**src/rtl/addr_window_pkg.sv**
```systemverilog
// Package: register layout constants shared by the decoder modules.
// Assumes a 32-bit register port and at most eight windows.
package addr_window_pkg;
    localparam int DATA_W    = 32;
    localparam int REG_AW    = 5;
    localparam int IDX_BITS  = 3;
    localparam int MAX_WIN   = 8;
    localparam int PERM_LSB  = 16;
    localparam int REGION_LSB = 16;
    localparam int ATTR_LSB  = 8;
    localparam int ATTR_W    = 8;
    localparam int PERM_W    = 2;
    localparam int PERM_RD   = 0;
    localparam int PERM_WR   = 1;

    typedef enum logic [1:0] {
        GRP_CTRL = 2'b00,
        GRP_BASE = 2'b01,
        GRP_SIZE = 2'b10,
        GRP_NONE = 2'b11
    } reg_grp_e;
endpackage

```
**src/rtl/awd_cfg_regs.sv**
```systemverilog
// Module: configuration register file for the window decoder.
// Holds one control word plus a base and a size word per window.
// Assumes NUM_WIN <= 8. Unmapped offsets drop writes and read zero.
module awd_cfg_regs
    import addr_window_pkg::*;
#(
    parameter int NUM_WIN = 8
) (
    input  logic                            clk,
    input  logic                            rst_n,
    input  logic                            we,
    input  logic [REG_AW-1:0]               addr,
    input  logic [DATA_W-1:0]               wdata,
    output logic [DATA_W-1:0]               rdata,
    output logic [DATA_W-1:0]               ctrl_q,
    output logic [NUM_WIN-1:0][DATA_W-1:0]  base_q,
    output logic [NUM_WIN-1:0][DATA_W-1:0]  size_q
);
    reg_grp_e              grp;
    logic [IDX_BITS-1:0]   idx;
    logic                  idx_ok;
    logic                  ctrl_sel;

    // Split the offset into a register group and a window index.
    always_comb begin
        idx      = addr[IDX_BITS-1:0];
        idx_ok   = (32'(idx) < NUM_WIN);
        grp      = reg_grp_e'(addr[REG_AW-1:IDX_BITS]);
        ctrl_sel = (grp == GRP_CTRL) && (idx == '0);
    end

    // Control word storage.
    always_ff @(posedge clk) begin
        if (!rst_n)
            ctrl_q <= '0;
        else if (we && ctrl_sel)
            ctrl_q <= wdata;
    end

    // Per-window base and size storage.
    for (genvar w = 0; w < NUM_WIN; w++) begin : g_win_reg
        always_ff @(posedge clk) begin
            if (!rst_n) begin
                base_q[w] <= '0;
                size_q[w] <= '0;
            end else if (we && (32'(idx) == w)) begin
                if (grp == GRP_BASE) base_q[w] <= wdata;
                if (grp == GRP_SIZE) size_q[w] <= wdata;
            end
        end
    end

    // Combinational read-back multiplexer.
    always_comb begin
        rdata = '0;
        unique case (grp)
            GRP_CTRL: if (ctrl_sel) rdata = ctrl_q;
            GRP_BASE: if (idx_ok)   rdata = base_q[idx];
            GRP_SIZE: if (idx_ok)   rdata = size_q[idx];
            default:  rdata = '0;
        endcase
    end
endmodule

```
**src/rtl/awd_win_match.sv**
```systemverilog
// Module: parallel region comparators, one per window.
// Assumes size bits [31:16] hold a mask of don't-care address bits.
module awd_win_match
    import addr_window_pkg::*;
#(
    parameter int NUM_WIN = 8
) (
    input  logic [DATA_W-1:0]               addr,
    input  logic [DATA_W-1:0]               ctrl_q,
    input  logic [NUM_WIN-1:0][DATA_W-1:0]  base_q,
    input  logic [NUM_WIN-1:0][DATA_W-1:0]  size_q,
    output logic [NUM_WIN-1:0]              hit_vec
);
    localparam int RGN_W = DATA_W - REGION_LSB;

    for (genvar w = 0; w < NUM_WIN; w++) begin : g_cmp
        logic [RGN_W-1:0] diff;
        // Compare the unmasked upper bits of the address against the base.
        always_comb begin
            diff       = (addr[DATA_W-1:REGION_LSB] ^ base_q[w][DATA_W-1:REGION_LSB])
                         & ~size_q[w][DATA_W-1:REGION_LSB];
            hit_vec[w] = ctrl_q[w] && (diff == '0);
        end
    end
endmodule

```
**src/rtl/awd_prio_pick.sv**
```systemverilog
// Module: lowest-index-wins selector over a hit vector.
// Assumes WIN_W is wide enough to hold NUM_WIN-1.
module awd_prio_pick #(
    parameter int NUM_WIN = 8,
    parameter int WIN_W   = 3
) (
    input  logic [NUM_WIN-1:0] hit_vec,
    output logic               any,
    output logic [WIN_W-1:0]   idx
);
    // Scan from the top down, so the lowest set bit is written last.
    always_comb begin
        any = 1'b0;
        idx = '0;
        for (int w = NUM_WIN - 1; w >= 0; w--) begin
            if (hit_vec[w]) begin
                any = 1'b1;
                idx = WIN_W'(w);
            end
        end
    end
endmodule

```
**src/rtl/addr_window_decoder.sv**
```systemverilog
// Module: address window decoder top.
// Matches each request against the enabled windows, picks the lowest
// matching index and registers hit/miss, attribute, permission and
// protection results one cycle later. Assumes NUM_WIN <= 8.
module addr_window_decoder
    import addr_window_pkg::*;
#(
    parameter int NUM_WIN = 8,
    localparam int WIN_W  = (NUM_WIN > 1) ? $clog2(NUM_WIN) : 1
) (
    input  logic              clk,
    input  logic              rst_n,
    input  logic              cfg_we,
    input  logic [4:0]        cfg_addr,
    input  logic [31:0]       cfg_wdata,
    output logic [31:0]       cfg_rdata,
    input  logic              req_vld,
    input  logic [31:0]       req_addr,
    input  logic              req_wr,
    output logic              res_vld,
    output logic              res_hit,
    output logic              res_miss,
    output logic              res_prot_err,
    output logic              res_fwd,
    output logic [WIN_W-1:0]  res_win,
    output logic [7:0]        res_attr,
    output logic [1:0]        res_perm
);
    logic [DATA_W-1:0]              ctrl_q;
    logic [NUM_WIN-1:0][DATA_W-1:0] base_q;
    logic [NUM_WIN-1:0][DATA_W-1:0] size_q;
    logic [NUM_WIN-1:0]             hit_vec;
    logic                           any_hit;
    logic [WIN_W-1:0]               win_idx;
    logic [ATTR_W-1:0]              attr_d;
    logic [PERM_W-1:0]              perm_d;
    logic                           prot_d;

    awd_cfg_regs #(.NUM_WIN(NUM_WIN)) u_regs (
        .clk    (clk),
        .rst_n  (rst_n),
        .we     (cfg_we),
        .addr   (cfg_addr),
        .wdata  (cfg_wdata),
        .rdata  (cfg_rdata),
        .ctrl_q (ctrl_q),
        .base_q (base_q),
        .size_q (size_q)
    );

    awd_win_match #(.NUM_WIN(NUM_WIN)) u_match (
        .addr    (req_addr),
        .ctrl_q  (ctrl_q),
        .base_q  (base_q),
        .size_q  (size_q),
        .hit_vec (hit_vec)
    );

    awd_prio_pick #(.NUM_WIN(NUM_WIN), .WIN_W(WIN_W)) u_pick (
        .hit_vec (hit_vec),
        .any     (any_hit),
        .idx     (win_idx)
    );

    // Fetch the winner's attribute and permission, then judge the direction.
    always_comb begin
        attr_d = '0;
        perm_d = '0;
        if (any_hit) begin
            attr_d = base_q[win_idx][ATTR_LSB +: ATTR_W];
            perm_d = ctrl_q[PERM_LSB + PERM_W * 32'(win_idx) +: PERM_W];
        end
        prot_d = any_hit && (req_wr ? !perm_d[PERM_WR] : !perm_d[PERM_RD]);
    end

    // Result register stage: one cycle from request to answer.
    always_ff @(posedge clk) begin
        if (!rst_n) begin
            res_vld      <= 1'b0;
            res_hit      <= 1'b0;
            res_miss     <= 1'b0;
            res_prot_err <= 1'b0;
            res_fwd      <= 1'b0;
            res_win      <= '0;
            res_attr     <= '0;
            res_perm     <= '0;
        end else begin
            res_vld      <= req_vld;
            res_hit      <= req_vld && any_hit;
            res_miss     <= req_vld && !any_hit;
            res_prot_err <= req_vld && prot_d;
            res_fwd      <= req_vld && any_hit && !prot_d;
            res_win      <= req_vld ? win_idx : '0;
            res_attr     <= req_vld ? attr_d  : '0;
            res_perm     <= req_vld ? perm_d  : '0;
        end
    end
endmodule

```
**config.mk**
```make
export PLATFORM = sky130hd
export DESIGN_NAME = addr_window_decoder
export DESIGN_NICKNAME = d
export VERILOG_FILES = /design/src/rtl/addr_window_pkg.sv /design/src/rtl/awd_cfg_regs.sv /design/src/rtl/awd_win_match.sv /design/src/rtl/awd_prio_pick.sv /design/src/rtl/addr_window_decoder.sv
export SDC_FILE = /design/constraint.sdc
export NUM_CORES = 2
export LEC_CHECK = 0
export BUFFER_PORTS_ARGS = -buffer_cell sky130_fd_sc_hd__buf_2
export CAP_MARGIN = 25
export CORE_UTILIZATION = 40
export DETAILED_ROUTE_END_ITERATION = 8
export REMOVE_ABC_BUFFERS = 1
export SYNTH_ARGS = -nofsm -noshare
export SYNTH_HDL_FRONTEND = slang
export SYNTH_HIERARCHICAL = 1
export SYNTH_SLANG_ARGS = --single-unit
```
**constraint.sdc**
```tcl
create_clock -name clk -period 9 [get_ports clk]
set_input_delay 0 -clock clk [delete_from_list [all_inputs] [get_ports clk]]
set_output_delay 0 -clock clk [all_outputs]
set_load 0.005 [all_outputs]
```
# [Yosys cells after proc, flatten, opt, wreduce, memory -nomap -nowiden]
# Cells that the tools add are included.
[totals] register_bits=562 out_inout_bits=50
[classes] add_sub_neg=1 magnitude_cmp=2 n_eq_ne=9 n_shift=1 mux=26 bitwise=24 n_reduce_logical=55
[op_table] operator="binary-select mux 32 bit (select 3 bit)" n=3
[op_table] operator="AND 16 bit" n=8
[op_table] operator="zero test 16 bit" n=8
[op_table] operator="inverter 16 bit" n=8
[op_table] operator="bitwise XOR 16 bit" n=8
[op_table] operator="two-way mux 32 bit" n=3
[op_table] operator="one-hot mux 32 bit (3 select lines)" n=1
[op_table] operator="AND reduction 2 bit" n=17
[op_table] operator="indexed part select 32 x 7 -> 2 bit" n=1
[op_table] operator="two-way mux 3 bit" n=8
[op_table] operator="logical AND 1 bit" n=23
[op_table] operator="two-way mux 16 bit" n=1
[op_table] operator="== test 3 bit (second input constant)" n=4
[op_table] operator="two-way mux 1 bit" n=9
[op_table] operator="less-than comparator 3 x 4 -> 1 bit (second input constant)" n=2
[op_table] operator="adder 5 x 4 -> 6 bit (first input constant)" n=1
[op_table] operator="== test 3 x 2 -> 1 bit (second input constant)" n=2
[op_table] operator="zero test 1 bit" n=4
[op_table] operator="== test 3 x 1 -> 1 bit (second input constant)" n=1
[op_table] operator="zero test 3 bit" n=1
[op_table] operator="AND reduction 3 bit" n=1
[op_table] operator="== test 2 x 1 -> 1 bit (second input constant)" n=1
[op_table] operator="== test 2 bit (second input constant)" n=1
[op_table] operator="zero test 2 bit" n=1
[op_table] operator="two-way mux 2 bit" n=1

# [Logic depth before layout (Yosys ltp)]
[depth] word_depth=20 ltp_mapped=13

# [Hierarchy]
# The synthesis kept the hierarchy.
[by_module_without_submodules] module="awd_cfg_regs" instances=1 cells_per_inst=2834 area_per_inst_um2=24712.5 seq_area_each_um2=10890.4
[by_module_without_submodules] module="awd_win_match" instances=1 cells_per_inst=248 area_per_inst_um2=1888.1 seq_area_each_um2=0.0
[by_module_without_submodules] module="addr_window_decoder" instances=1 cells_per_inst=77 area_per_inst_um2=1149.9 seq_area_each_um2=360.3
[by_module_without_submodules] module="awd_prio_pick" instances=1 cells_per_inst=13 area_per_inst_um2=80.1 seq_area_each_um2=0.0

# [Worst setup path before layout]
# Ideal clock, no wire load.
[synth_path] path_type="reg-to-reg" from="register u_regs/base_q[183] in the netlist's numbering" to="register res_attr[0]" arrival_ps=2947 required_ps=8872 path_slack_ps=5925 path_stages_with_launch=12 path_cell_list="dfxtp_1 xnor2_1 o22ai_1 or4_1 nor4_2 a21oi_1 o41ai_1 buf_6 buf_12 mux4_1 mux2i_1 nor2_1"
[synth_between] elab_chain_cells=12 elab_cells_between_ends=19 cone_classes="mux (14); bitwise (2); reduce/logical (3)"
[synth_lines] item="start: declaration" line_no="awd_cfg_regs.sv:16" source="output logic [NUM_WIN-1:0][DATA_W-1:0] base_q,"
[synth_lines] item="start signal: indexed assignment" line_no="awd_cfg_regs.sv:47" source="if (grp == GRP_BASE) base_q[w] <= wdata;"
[synth_lines] item="bitwise XOR 16 bit" line_no="awd_win_match.sv:20" source="diff = (addr[DATA_W-1:REGION_LSB] ^ base_q[w][DATA_W-1:REGION_LSB])"
[synth_lines] item="AND 16 bit" line_no="awd_win_match.sv:21" source="& ~size_q[w][DATA_W-1:REGION_LSB];"
[synth_lines] item="zero test 16 bit" line_no="awd_win_match.sv:22" source="hit_vec[w] = ctrl_q[w] && (diff == '0);"
[synth_lines] item="logical AND 1 bit" line_no="awd_win_match.sv:22"
[synth_lines] item="named net hit_vec[5]" line_no="addr_window_decoder.sv:32" source="logic [NUM_WIN-1:0] hit_vec;"
[synth_lines] item="two-way mux 3 bit (6 in a row)" line_no="awd_prio_pick.sv:16" source="if (hit_vec[w]) begin"
[synth_lines] item="named net win_idx[0]" line_no="addr_window_decoder.sv:34" source="logic [WIN_W-1:0] win_idx;"
[synth_lines] item="binary-select mux 32 bit (select 3 bit)" line_no="addr_window_decoder.sv:70" source="attr_d = base_q[win_idx][ATTR_LSB +: ATTR_W];"
[synth_lines] item="two-way mux 16 bit (not written as such)" line_no="addr_window_decoder.sv:70"
[synth_lines] item="end signal: assignment" line_no="addr_window_decoder.sv:94" source="res_attr <= req_vld ? attr_d : '0;"
[synth_lines] item="end: declaration" line_no="addr_window_decoder.sv:26" source="output logic [7:0] res_attr,"
# The timed path passes the listed nets, and every way through them passes these cells. The select of a mux whose other input is x is not followed.
# A chain may end at the register's enable or synchronous reset.

# [Final worst setup path]
[layout_path] from="register u_regs/base_q[183] in the netlist's numbering" to="register res_prot_err"
[layout_between] elab_chain_cells=17 elab_cells_between_ends=24 cone_classes="add/sub (1); shift (1); mux (14); bitwise (2); reduce/logical (6)"
[layout_lines] item="bitwise XOR 16 bit *" line_no="awd_win_match.sv:20"
[layout_lines] item="AND 16 bit *" line_no="awd_win_match.sv:21"
[layout_lines] item="zero test 16 bit *" line_no="awd_win_match.sv:22"
[layout_lines] item="logical AND 1 bit *" line_no="awd_win_match.sv:22"
[layout_lines] item="named net hit_vec[5]" line_no="addr_window_decoder.sv:32"
[layout_lines] item="two-way mux 3 bit * (6 in a row)" line_no="awd_prio_pick.sv:16"
[layout_lines] item="named net win_idx[0]" line_no="addr_window_decoder.sv:34"
[layout_lines] item="adder 5 x 4 -> 6 bit *" line_no="addr_window_decoder.sv:71" source="perm_d = ctrl_q[PERM_LSB + PERM_W * 32'(win_idx) +: PERM_W];"
[layout_lines] item="indexed part select 32 x 7 -> 2 bit *" line_no="addr_window_decoder.sv:71"
[layout_lines] item="two-way mux 2 bit *" line_no="addr_window_decoder.sv:69" source="if (any_hit) begin"
[layout_lines] item="zero test 1 bit" line_no="addr_window_decoder.sv:73" source="prot_d = any_hit && (req_wr ? !perm_d[PERM_WR] : !perm_d[PERM_RD]);"
[layout_lines] item="two-way mux 1 bit *" line_no="addr_window_decoder.sv:73"
[layout_lines] item="logical AND 1 bit *" line_no="addr_window_decoder.sv:73"
[layout_lines] item="logical AND 1 bit *" line_no="addr_window_decoder.sv:91" source="res_prot_err <= req_vld && prot_d;"
[layout_lines] item="end signal: assignment" line_no="addr_window_decoder.sv:91"
[layout_lines] item="end: declaration" line_no="addr_window_decoder.sv:23" source="output logic res_prot_err,"
# Mark *: on every way through the listed nets, which the timed path passes. The rest lies on a longest branch.

==> results.yml <==
yosys:
  post-synth-top-area-fraction: 0.4043
  syn_area_per_cell_sq_um: 8.774
  synth_area_leaders: "dfxtp_1 40%, nand2_1 15%, a21boi_0 12%"
  synthSimpleGateAreaFrac: 0.1725
  ys_types: 48
  yosysTopAreaCell: "dfxtp_1"
  synth_mux_area_frac: 0.1422
  yosysSeqAreaShare: 0.4043
  ys_top_cells_by_count: "1,099 x nand2_1, 562 x dfxtp_1, 445 x a21boi_0, 192 x clkbuf_1, 128 x xnor2_1"
  synth_most_common_cell: "nand2_1"
  yosys.area_share.xor_xnor: 0.04028
  yosysWarnings: 6
  synth-seq-cells: 562
  synth_compound_area_frac: 0.1873
  async_flop_share: 0
  synth_edf_count: 0
  synth_cells: 3172
  synth_top_family_by_area: "compound AO/OA/AOI/OAI gates"
  syn_area_sq_um: 27830
  synth_adder_area_share: 0
  ys.flop_type: "dfxtp_1"
flow_run:
  drv_cap: 0
placed_design:
  place_ws_ns: 5.252
  routabilityCongestion: 0.9505
  post-place-cells: 3942
  io_buffers: 107
  placed_cell_area_sq_um: 28680
  hpwlAfterDp_um: 60240
floorplanning:
  die_w_um: 265.8
  coreArea_sq_um: 68710
  initial_core_util: 0.4051
  pin_count: 124
  die_area_sq_um: 70630
  rows: 96
  die_h_um: 265.8
worst_setup_path:
  cp-end-kind: "flip-flop"
  cp-start-kind: "flip-flop"
  cp_max_fo: 20
  worstPathArrival_ns: 4.45
  required_ns: 9.57
  criticalPathCategory: "reg -> reg"
final_layout:
  syn2layout_area_growth_pct: 11.79
  fin_nets: 3184
  drive_gt1_frac: 0.1235
  nFillCells: 6697
  design_area_sq_um: 31110
  finalNonFillerCells: 4090
  fin_util: 0.4528
timing:
  holdWs_ns: 0.08632
  final.setup.tns_ns: 0
  tightest_slew_ns: 1.217
  fmax_mhz: 257.6
  setup_viol: 0
  period_needed_ns: 3.882
  finalHoldViolations: 0
  period_share: 0.4313
  rsz0062_at_grt: "false"
  slew_headroom: 0.1885
  setup_ws_ns: 5.118
  drv_slew: 0
  clock_skew_ns: 0.01822
grt:
  antenna_found_initial: 7
  grt_max_degree: 245
  grt_pass1_vias: 21870
  grt_usage: 0.2815
  grt-ovfl-total: 0
  grt_first_pass_wirelength_um: 148400
detailed_routing:
  route.vias.total: 23210
  wirelength_um: 101400
  firstDrtPassIters: 6
  wl_per_cell_um: 24.78
  viasPerCell: 5.676
  first_iter_violations: 2448
  ant_nets: 0
  drc: 0
power_and_ir_drop:
  power.density_nw_per_um2: 176.4
  power.total_mw: 5.489
  p_leak_nw: 10.22
  irDropWorstVdd_uv: 170.6
clocking:
  cts_tree: "yes"
  cts_root_buf: "clkbuf_16"
  cts.clk_slew.worst_paths_ns: 0.06
  clkSinkCount: 562
  cts_hold_buffers: 36
  clk_path_buf_depth: 3
  cts_buffers: 60
  h-tree-depth: 2
  postCtsSetupRepairBufs: 0
  cts_resized: 0
  insertion_delay_ns: 0.64
worst_hold_path:
  min-delay-path-class: "in -> reg"
status:
  status: "finished, final reports clean"
## placed cells by master, fill, tap and decap left out, drive strengths merged, types with 7 or more instances in the layout
cell type	synthesis	routed
dfxtp	562	562
o21ai	38	38
nand2	1099	1099
mux2	13	13
mux4	113	113
nor2b	9	9
nor2	47	47
clkbuf	193	97
xnor2	128	128
o22ai	57	57
a22oi	48	48
clkinv	0	7
dlygate4sd3	0	36
a21boi	544	544
a32oi	16	16
nor3	9	9
mux2i	112	112
buf	121	154
## routing by layer
layer / up-vias / GRT usage / wire, um
met5: - / 0 / 61
li1: 10650 / - / -
met3: 213 / 0.04251 / 8718
met1: 11280 / 0.3913 / 42940
met2: 1066 / 0.4415 / 45910
met4: 10 / 0.1034 / 3715
## registers in the layout, summed over array words and instances (netlist names)
register       flops
u_regs/base_q    256
u_regs/size_q    256
u_regs/ctrl_q     32
res_attr           8
res_win            3
res_perm           2
res_fwd            1
res_hit            1
res_miss           1
res_prot_err       1
res_vld            1
## final timing paths
| kind | start | end | slack (ns) | cells after the start |
|---|---|---|---|---|
| hold reg to reg | u_regs/base_q[100] | u_regs/base_q[100] | 0.45 | 2 |
| setup reg to reg | u_regs/base_q[183] | res_prot_err | 5.12 | 10 |
| hold / removal | cfg_addr[0] | u_regs/base_q[141] | 0.09 | 4 |
| setup / recovery | u_regs/base_q[183] | res_prot_err | 5.12 | 10 |
## cell families (layout without fill, tap and decap cells)
group,Yosys count,count (layout)
AOI/OAI and AO/OA,714,714
xor gates and xnor gates,128,128
buffers and inverters,317,302
DFF,562,562
muxes,238,238
other,0,2
and+or+nand+nor,1213,1213
## where the power goes
group,internal (mW),switching (mW),leakage [nW]
registers,2.51,0.0133,4.53
logic,0.147,0.256,4.69
clock network,1.51,1.06,0.999
total,4.16,1.33,10.2
## critical path, cell delays in order, from the launching register on
cell and delay [ns]:
dfxtp_1 0.33, xnor2_1 0.37, o22ai_1 0.14, or4_1 0.57, nor4_2 0.25, a21oi_1 0.10
o41ai_2 0.32, buf_4 0.46, mux4_1 0.62, mux2i_1 0.44, a22o_1 0.21
## area by class of cell
| class | count | area (sq um) | area share |
|---|---|---|---|
| Multi-Input combinational cell | 2293 | 15290 | 0.4913 |
| Antenna cell | 2 | 5.005 | 0.0001609 |
| Sequential cell | 562 | 11250 | 0.3616 |
| Clock inverter | 12 | 155.1 | 0.004987 |
| Clock buffer | 97 | 1883 | 0.06053 |
| Tap cell | 931 | 1165 | 0.03744 |
| Inverter | 3 | 11.26 | 0.0003620 |
| Timing Repair Buffer | 190 | 1355 | 0.04356 |
(Power assumes the default switching activity.)
